### src/rtl/msl_pkg.sv
package msl_pkg;
  localparam int NUM_CH = 4;
  localparam int TH_W   = 12;
  localparam int DLY_W  = 3;
  localparam int BYTE_W = 8;
  localparam int CH_W   = $clog2(NUM_CH);
  localparam int MID_LO = TH_W - BYTE_W;   // lower-threshold bits carried in byte 2
  localparam int MID_UP = BYTE_W - MID_LO; // upper-threshold bits carried in byte 2

  typedef struct packed {
    logic            hdrWe;
    logic            loHiWe;
    logic            midWe;
    logic            upLoWe;
    logic [CH_W-1:0] wrCh;
    logic            rdOn;
    logic            rdHdr;
    logic [CH_W-1:0] rdCh;
    logic [1:0]      rdPh;
  } strobe_t;

  function automatic logic [CH_W:0] nextCh(input logic [CH_W-1:0] cur, input logic diff);
    return {1'b0, cur} + (diff ? (CH_W+1)'(2) : (CH_W+1)'(1));
  endfunction
endpackage

### src/rtl/msl_ctrl.sv
module msl_ctrl
  import msl_pkg::*;
(
  input  logic            clk,
  input  logic            rstN,
  input  logic            diffMode,
  input  logic [CH_W-1:0] scanLimit,
  input  logic            inValid,
  input  logic            inFirst,
  input  logic            rdStart,
  input  logic            rdNext,
  output strobe_t         stb,
  output logic            rdValid,
  output logic            rdLast
);
  logic            wrOpen;
  logic [CH_W-1:0] wrCh;
  logic [1:0]      wrPh;
  logic            rdOn;
  logic            rdHdr;
  logic [CH_W-1:0] rdCh;
  logic [1:0]      rdPh;

  logic            takeHdr;
  logic            takeBody;
  logic [CH_W:0]   wrNext;
  logic            wrMore;
  logic [CH_W:0]   rdNextCh;
  logic            rdMore;

  always_comb begin
    takeHdr  = inValid && inFirst;
    takeBody = inValid && !inFirst && wrOpen;
    wrNext   = nextCh(wrCh, diffMode);
    wrMore   = wrNext <= {1'b0, scanLimit};
    rdNextCh = nextCh(rdCh, diffMode);
    rdMore   = rdNextCh <= {1'b0, scanLimit};

    stb.hdrWe  = takeHdr;
    stb.loHiWe = takeBody && (wrPh == 2'd0);
    stb.midWe  = takeBody && (wrPh == 2'd1);
    stb.upLoWe = takeBody && (wrPh == 2'd2);
    stb.wrCh   = wrCh;
    stb.rdOn   = rdOn;
    stb.rdHdr  = rdHdr;
    stb.rdCh   = rdCh;
    stb.rdPh   = rdPh;

    rdValid = rdOn;
    rdLast  = rdOn && !rdHdr && (rdPh == 2'd2) && !rdMore;
  end

  always_ff @(posedge clk or negedge rstN) begin
    if (!rstN) begin
      wrOpen <= 1'b0;
      wrCh   <= '0;
      wrPh   <= '0;
    end else if (takeHdr) begin
      wrOpen <= 1'b1;
      wrCh   <= '0;
      wrPh   <= '0;
    end else if (takeBody) begin
      if (wrPh == 2'd2) begin
        wrPh <= '0;
        if (wrMore) wrCh <= wrNext[CH_W-1:0];
        else        wrOpen <= 1'b0;
      end else begin
        wrPh <= wrPh + 2'd1;
      end
    end
  end

  always_ff @(posedge clk or negedge rstN) begin
    if (!rstN) begin
      rdOn  <= 1'b0;
      rdHdr <= 1'b0;
      rdCh  <= '0;
      rdPh  <= '0;
    end else if (rdStart) begin
      rdOn  <= 1'b1;
      rdHdr <= 1'b1;
      rdCh  <= '0;
      rdPh  <= '0;
    end else if (rdNext && rdOn) begin
      if (rdHdr) begin
        rdHdr <= 1'b0;
      end else if (rdPh == 2'd2) begin
        rdPh <= '0;
        if (rdMore) rdCh <= rdNextCh[CH_W-1:0];
        else        rdOn <= 1'b0;
      end else begin
        rdPh <= rdPh + 2'd1;
      end
    end
  end
endmodule

### src/rtl/msl_datapath.sv
module msl_datapath
  import msl_pkg::*;
(
  input  logic                   clk,
  input  logic                   rstN,
  input  logic [BYTE_W-1:0]      inByte,
  input  strobe_t                stb,
  output logic [DLY_W-1:0]       delayCode,
  output logic                   intEn,
  output logic [NUM_CH-1:0]      alarmClr,
  output logic [NUM_CH*TH_W-1:0] lowerTh,
  output logic [NUM_CH*TH_W-1:0] upperTh,
  output logic [BYTE_W-1:0]      rdByte
);
  logic [TH_W-1:0] loR [NUM_CH];
  logic [TH_W-1:0] upR [NUM_CH];

  always_ff @(posedge clk or negedge rstN) begin
    if (!rstN) begin
      delayCode <= '0;
      intEn     <= 1'b0;
    end else if (stb.hdrWe) begin
      delayCode <= inByte[DLY_W:1];
      intEn     <= inByte[0];
    end
  end

  for (genvar g = 0; g < NUM_CH; g++) begin : gCh
    logic hit;
    assign hit = (stb.wrCh == CH_W'(g));

    always_ff @(posedge clk or negedge rstN) begin
      if (!rstN) alarmClr[g] <= 1'b0;
      else       alarmClr[g] <= stb.hdrWe & inByte[BYTE_W-1-g];
    end

    always_ff @(posedge clk or negedge rstN) begin
      if (!rstN) begin
        loR[g] <= '0;
        upR[g] <= '1;
      end else if (hit) begin
        if (stb.loHiWe) loR[g][TH_W-1:MID_LO] <= inByte;
        if (stb.midWe) begin
          loR[g][MID_LO-1:0]         <= inByte[BYTE_W-1:MID_UP];
          upR[g][TH_W-1:BYTE_W]      <= inByte[MID_UP-1:0];
        end
        if (stb.upLoWe) upR[g][BYTE_W-1:0] <= inByte;
      end
    end

    assign lowerTh[g*TH_W +: TH_W] = loR[g];
    assign upperTh[g*TH_W +: TH_W] = upR[g];
  end

  always_comb begin
    rdByte = '0;
    if (stb.rdOn) begin
      if (stb.rdHdr) begin
        rdByte = {{NUM_CH{1'b1}}, delayCode, intEn};
      end else begin
        case (stb.rdPh)
          2'd0:    rdByte = loR[stb.rdCh][TH_W-1:MID_LO];
          2'd1:    rdByte = {loR[stb.rdCh][MID_LO-1:0], upR[stb.rdCh][TH_W-1:BYTE_W]};
          default: rdByte = upR[stb.rdCh][BYTE_W-1:0];
        endcase
      end
    end
  end
endmodule

### src/rtl/setup_loader.sv
module setup_loader
  import msl_pkg::*;
(
  input  logic                   clk,
  input  logic                   rstN,
  input  logic                   diffMode,
  input  logic [CH_W-1:0]        scanLimit,
  input  logic [BYTE_W-1:0]      inByte,
  input  logic                   inValid,
  input  logic                   inFirst,
  output logic                   inReady,
  input  logic                   rdStart,
  input  logic                   rdNext,
  output logic [BYTE_W-1:0]      rdByte,
  output logic                   rdValid,
  output logic                   rdLast,
  output logic [DLY_W-1:0]       delayCode,
  output logic                   intEn,
  output logic [NUM_CH-1:0]      alarmClr,
  output logic [NUM_CH*TH_W-1:0] lowerTh,
  output logic [NUM_CH*TH_W-1:0] upperTh
);
  strobe_t stb;

  assign inReady = 1'b1;

  msl_ctrl uCtrl (
    .clk(clk), .rstN(rstN), .diffMode(diffMode), .scanLimit(scanLimit),
    .inValid(inValid), .inFirst(inFirst), .rdStart(rdStart), .rdNext(rdNext),
    .stb(stb), .rdValid(rdValid), .rdLast(rdLast)
  );

  msl_datapath uData (
    .clk(clk), .rstN(rstN), .inByte(inByte), .stb(stb),
    .delayCode(delayCode), .intEn(intEn), .alarmClr(alarmClr),
    .lowerTh(lowerTh), .upperTh(upperTh), .rdByte(rdByte)
  );
endmodule

### config.mk
export PLATFORM = sky130hd
export DESIGN_NAME = setup_loader
export DESIGN_NICKNAME = d
export VERILOG_FILES = /design/src/rtl/msl_pkg.sv /design/src/rtl/msl_ctrl.sv /design/src/rtl/msl_datapath.sv /design/src/rtl/setup_loader.sv
export SDC_FILE = /design/constraint.sdc
export NUM_CORES = 1
export LEC_CHECK = 0
export CAP_MARGIN = 20
export CORE_UTILIZATION = 35
export CTS_CLUSTER_DIAMETER = 50
export CTS_CLUSTER_SIZE = 20
export DETAILED_ROUTE_END_ITERATION = 8
export DONT_BUFFER_PORTS = 1
export PLACE_DENSITY_LB_ADDON = 0.15
export SLEW_MARGIN = 20
export SYNTH_ARGS = -nofsm -noshare
export SYNTH_HDL_FRONTEND = slang
export SYNTH_SLANG_ARGS = --single-unit
### constraint.sdc
create_clock -name clk -period 4 [get_ports clk]
set_input_delay 0.4 -clock clk [delete_from_list [all_inputs] [get_ports clk]]
set_output_delay 0.4 -clock clk [all_outputs]
set_load 0.05 [all_outputs]
== After elaboration in Yosys (flattened, before gate mapping) ==
Cells that the tools add are included.
Operators by class
  $add $sub $neg: 4
  multiply operators: 0
  div/mod/pow operators: 0
  order comparisons: 3
  equal/unequal tests: 10
  shift operators: 0
  multiplexer cells: 37
  bitwise operators: 5
  reduce and logical (&&, ||, !) cells: 39
Operators with widths (count)
  binary-select mux 12 bit (select 2 bit): 2
  two-way mux 12 bit: 4
  two-way mux 2 bit: 17
  AND reduction 2 bit: 13
  two-way mux 8 bit: 2
  one-hot mux 8 bit (2 select lines): 1
  nonzero test 2 bit: 6
  two-way mux 1 bit: 11
  logical AND 1 bit: 10
  == test 2 bit, second input constant: 4
  AND reduction 4 bit: 2
  adder 2 x 3 -> 3 bit: 2
  == test 2 x 1 -> 1 bit, second input constant: 3
  less-or-equal comparator 3 x 2 -> 1 bit: 2
  zero test 2 bit: 3
  AND reduction 3 bit: 2
  adder 2 x 1 -> 2 bit, second input constant: 2
  AND 1 bit: 4
  inequality test 2 bit, second input constant: 2
  greater-or-equal comparator 3 bit, second input constant: 1
  zero test 1 bit: 3
  inverter 2 -> 3 bit: 1
  inequality test 2 x 1 -> 1 bit, second input constant: 1
Storage, ports and cells
  flip-flop bits (word level): 115
  bits in latches: 0
  bits in writable memories: 0
  ROM bits: 0
  output and inout port bits: 115
  logic and storage cells: 127
  memories kept: 0

== Logic depth before layout (Yosys ltp) ==
  depth after elaboration: 8
  depth in mapped cells: 8

== Modules after synthesis ==
A second synthesis with hierarchy kept.
Unflattened totals
  cells, all modules: 403
  area, all modules: 5655.4 um2
By module, submodules not included
  msl_datapath: instances 1, cells an instance 324, area each 4880.9 um2
  msl_ctrl: instances 1, cells an instance 77, area each 763.2 um2
  setup_loader: instances 1, cells an instance 2, area each 11.3 um2

== Worst setup path before layout ==
Ideal clock, no wire load.
  path type: input port to output port
  start: input diffMode
  end: output rdLast
  data arrival time: 2.845 ns
  data required time: 3.600 ns
  path slack: 0.755 ns
  stages on the path: 8
  path buffers: 0
  cells stage by stage: inv_1 > ha_1 > fa_1 > ha_1 > nor2b_1 > a2bb2oi_1 > nor2_1 > nor3_1
Between the ends
  cells in the longest elaborated chain, start to end: 5
RTL lines
  from (decl): line setup_loader.sv:6  | input logic diffMode,
  two-way mux 2 bit: line msl_pkg.sv:23  | return {1'b0, cur} + (diff ? (CH_W+1)'(2) : (CH_W+1)'(1));
  adder 2 x 3 -> 3 bit: line msl_pkg.sv:23
  less-or-equal comparator 3 x 2 -> 1 bit: line msl_ctrl.sv:37  | rdMore = rdNextCh <= {1'b0, scanLimit};
  zero test 1 bit: line msl_ctrl.sv:50  | rdLast = rdOn && !rdHdr && (rdPh == 2'd2) && !rdMore;
  logical AND 1 bit: line msl_ctrl.sv:50
  to (decl): line setup_loader.sv:16  | output logic rdLast,
No other way between the ends.

== Worst setup path in the final report ==
  start: register uCtrl.rdCh[1]
  end: output rdByte[7]
Between the ends
  cells in the longest elaborated chain, start to end: 7
  elaborated cells between the ends (all ways): 10
  classes of those cells: mux: 9; bitwise: 1
RTL lines
  from (decl): line msl_ctrl.sv:21  | logic [CH_W-1:0] rdCh;
  from (signal assigned): line msl_ctrl.sv:89  | if (rdMore) rdCh <= rdNextCh[CH_W-1:0];
  inverter 2 -> 3 bit (not written as such) *: line msl_datapath.sv:62, msl_datapath.sv:63, msl_datapath.sv:64
  binary-select mux 12 bit (select 2 bit), on equally long branches: line msl_datapath.sv:64, msl_datapath.sv:62, msl_datapath.sv:63
  two-way mux 12 bit, on equally long branches (2 in series)
  one-hot mux 8 bit (2 select lines) *: line msl_datapath.sv:61  | case (stb.rdPh)
  two-way mux 8 bit *: line msl_datapath.sv:58  | if (stb.rdHdr) begin
  two-way mux 8 bit *: line msl_datapath.sv:57  | if (stb.rdOn) begin
  to (decl): line setup_loader.sv:14  | output logic [BYTE_W-1:0] rdByte,
Mark *: on every way between the ends. The rest lies on a longest branch, timed or not. The select of a mux whose other input is x is not followed.

==> results.toml <==
[run_status]
status = "finished, final reports clean"

[yosys]
syn-mean-instance-area_sq_um = 14.37
post_synth_xor_area_fraction = 0
postSynthRegisterBits = 115
yosys.cell_types.count = 40
synth_nets = 414
ys_dominant_reg_cell = "dfrtp_1"
sequential_element_share_of_the_synthesized_area = 0.5255
multiplexer_fraction_of_the_synthesized_cell_area = 0.3124
largest_area_contributor_in_the_netlist = "dfrtp_1"
postSynthCellCount = 389
yosysWarnings = 0
synth_largest_type_area_fraction = 0.2999
yosys.area_share.adder = 0.02059
synth_compound_gate_area_share = 0.02753
synth_simple_gate_area_frac = 0.08483
synth_top_cells_by_area = "dfrtp_1 30%, dfstp_2 23%, mux2_2 20%, mux4_2 9.7%, mux2i_1 1.4%"
syn_area_sq_um = 5590
synth_top_family_by_area = "multiplexers"
synth_enable_flop_cells = 0
synthArstFlopShare = 1.000

[min_path]
holdCritStartpoint = "rdStart"
worstHoldPathCells = 1
hp-class = "in -> reg"
worst_hold_path.endpoint = "uCtrl.rdPh[0]"

[worst_setup_path]
endpoint_arrival_time_on_the_critical_path_ns = 2.67
cpPeakStageDelay_ns = 0.56
worstPathMaxFanout = 25
critical_path.endpoint_type = "output pin"
worst_reg_to_reg_setup_slack_ns = 1.55
worstReg2RegStart = "uCtrl.rdCh[0]"
cp.required_ns = 3.60
setup.worst_path.class = "reg -> out"
setup.worst_path.start_class = "flop"
cp_cell_sequence = "buf_4 -> mux4_2 -> mux2i_1 -> o21ai_0 -> and2_1"
timing.reg2reg.worst_path_depth = 7
critPathSlowestCell = "mux4_2"
r2r-end = "uCtrl.rdCh[1]"

[drt]
detail_route.first_pass.iterations = 4
drt.antenna.violating_nets = 0
via_per_inst = 5.380
routed_wire_length_microns = 15060
dr_total_vias = 3298
initialDrtViolationCount = 200
wl_per_cell_microns = 24.56
post-route-drc-count = 0

[timing]
final-max-slew-violation-count = 0
fmaxAchievable_mhz = 326.3
grt_setup_unrepaired = "no"
finalWorstPathRequiredPeriod_ns = 3.065
fin_worst_skew_ns = 0.007333
timing_worst_slew_pin_value_ns = 0.8885
final_setup_vio_count = 0
hold_viol_final = 0
slew_headroom = 0.4077
final.period_utilization = 0.7663
timing.setup.tns_ns = 0

[floorplan]
die_height_microns = 128.4
placement_rows = 45
core-area_sq_um = 15370
initial_utilization = 0.3637
chipWidth_microns = 128.4
design.die.area_sq_um = 16480
design.portCount = 132

[pwr]
ir_drop_v = 0.0003797
p_per_area_nw_per_um2 = 666.2
seq_power_share = 0.536
part_of_the_power_in_combinational_logic = 0.127
total_power_after_layout_w = 0.004245
p_sw_frac = 0.3797
cell_internal_pwr_w = 0.002633
leakage_nw = 2.681
clkPwrFrac = 0.337
switchingPower_w = 0.001612

[placed_design]
dpl-instance-area_sq_um = 5772
gp_congestion = 0.7722
buffer_ports.inserted = 0
hpwl_microns = 10270

[cts]
number_of_buffers_between_clock_root_and_the_deepest_sink = 2
cts_tree = "built"
number_of_clock_buffers_inserted_by_tritoncts = 17
clk_latency_ns = 0.41
cts.htree.levels = 4
cts_root_buf = "clkbuf_16"
clock_sinks = 115
postCtsSetupRepairBufs = 0
clk_pin_slew_worst_paths_ns = 0.05

[grt]
grt_start_max_net_pins = 116
number_of_global_route_vias_before_repair = 3471
groute.usage.overall = 0.1939
grt_overflow_total = 0
grt_pass1_wl_microns = 22830
antenna_found_initial = 0

[layout]
antenna_cells_inserted = 0
syn_to_layout_area_delta_pct = 13.99
design.final.nets = 414
drive_gt1_frac = 0.5448
fin_area_sq_um = 6372

[run]
maxCapViolCount = 0
## worst max path at each step
stage,from,slack (ns),endpoint,cells after the start
2_1_floorplan,diffMode,0.75,rdLast,8
3_3_place_gp,uCtrl.rdCh[1],1.40,rdByte[7],5
3_5_place_dp,diffMode,1.32,rdLast,9
4_1_cts,uCtrl.rdCh[1],0.91,rdByte[7],5
5_1_grt,uCtrl.rdCh[1],0.79,rdByte[7],5
6_report,uCtrl.rdCh[1],0.93,rdByte[7],5
## routing by layer
layer,up-vias,track usage,wire length (microns)
li1,1431,-,-
met1,1759,0.2463,6355
met2,98,0.2960,7200
met3,10,0.08399,1355
met4,0,0.06644,143
met5,-,0,0
## metrics by stage
step / hold WS, ns / worst slack, ns / utilization / cells
floorplan: 0.1044 / 0.7548 / - / 389
global placement: 0.1079 / 1.399 / 0.3755 / 579
detailed placement: 0.1073 / 1.321 / 0.3755 / 579
CTS: 0.02831 / 0.9109 / 0.4146 / 613
global route: 0.02846 / 0.7901 / 0.4146 / 613
finish: 0.04699 / 0.9349 / 0.4146 / 613
## area by class of cell
class / instances / area, sq um
Inverter: 9 / 33.78
Clock buffer: 27 / 513.0
Tap cell: 211 / 264.0
Multi-Input combinational cell: 239 / 2499
Fill cell: 1430 / 8999
Sequential cell: 115 / 2938
Timing Repair Buffer: 7 / 75.07
Clock inverter: 5 / 50.05
## power by group through the flow
| stage | Clock (W) | Combinational [W] | Sequential (W) |
|---|---|---|---|
| final | 0.00143 | 0.000541 | 0.00227 |
| after global routing | 0.00152 | 0.000583 | 0.00231 |
| after CTS | 0.00147 | 0.000545 | 0.00228 |
| after detailed placement | 0 | 0.000515 | 0.00230 |
| after global placement | 0 | 0.000503 | 0.00230 |
| after floorplan | 0 | 0.000451 | 0.00220 |
## flip-flops by register name, indices dropped and copies added, names as in the netlist
| register | cells |
|---|---|
| uCtrl.rdPh | 2 |
| uCtrl.rdCh | 2 |
| uData.upperTh | 48 |
| uData.delayCode | 3 |
| uData.intEn | 1 |
| uCtrl.wrCh | 2 |
| uData.lowerTh | 48 |
| uCtrl.wrPh | 2 |
| uCtrl.rdHdr | 1 |
| uCtrl.wrOpen | 1 |
| uData.alarmClr | 4 |
| uCtrl.rdValid | 1 |
## cell families (layout without fill, tap and decap cells)
family / after synthesis / in the layout
simple gates: 73 / 73
flops: 115 / 115
mux: 132 / 132
compound gates: 25 / 25
buf+inv: 35 / 48
other cells: 1 / 1
fa+ha+maj: 8 / 8
## placed cells by master, fill, tap and decap left out, drive strengths merged, types with 2 or more instances in the layout
cell	synthesis	final
a21o	2	2
a21oi	7	7
a2bb2oi	2	2
a31oi	2	2
a32oi	3	3
and2	4	4
and3	6	6
buf	11	6
clkbuf	15	27
clkinv	0	4
dfrtp	67	67
dfstp	48	48
fa	2	2
ha	6	6
inv	9	9
mux2	100	100
mux2i	8	8
mux4	24	24
nand2	11	11
nand2b	11	11
nand3	15	15
nand3b	2	2
nor2	11	11
nor2b	6	6
nor3	3	3
nor3b	2	2
o21ai	7	7
o22ai	2	2
## timing repair
action,in CTS,in global routing
hold endpoints to repair,115,0
endpoints found under the setup margin,0,0
hold buffers,2,0
gates resized for setup,0,0
## synthesized netlist by cell type (2+ instances only)
library cell	n
nor2_2	3
dfstp_2	48
a21oi_1	7
clkbuf_1	15
o21ai_0	7
a32oi_1	3
nand2b_1	11
nor2_1	5
nor3_1	2
buf_2	7
a31oi_1	2
mux2i_1	8
mux2_2	100
and3_1	6
o22ai_1	2
nand2_1	10
a2bb2oi_1	2
mux4_2	24
ha_1	6
and2_1	4
buf_4	3
nor2b_1	5
nand3_1	14
inv_1	9
dfrtp_1	67
fa_1	2
a21o_1	2
nor2_4	3
## critical path: cells and delay by family (launching register included)
kind	cells	cell delay (ns)
AOI/OAI and AO/OA	1	0.15
buffers and inverters	1	0.45
DFF	1	0.36
muxes	2	0.92
and+or+nand+nor	1	0.36
Power figures use the tool's default switching activity.
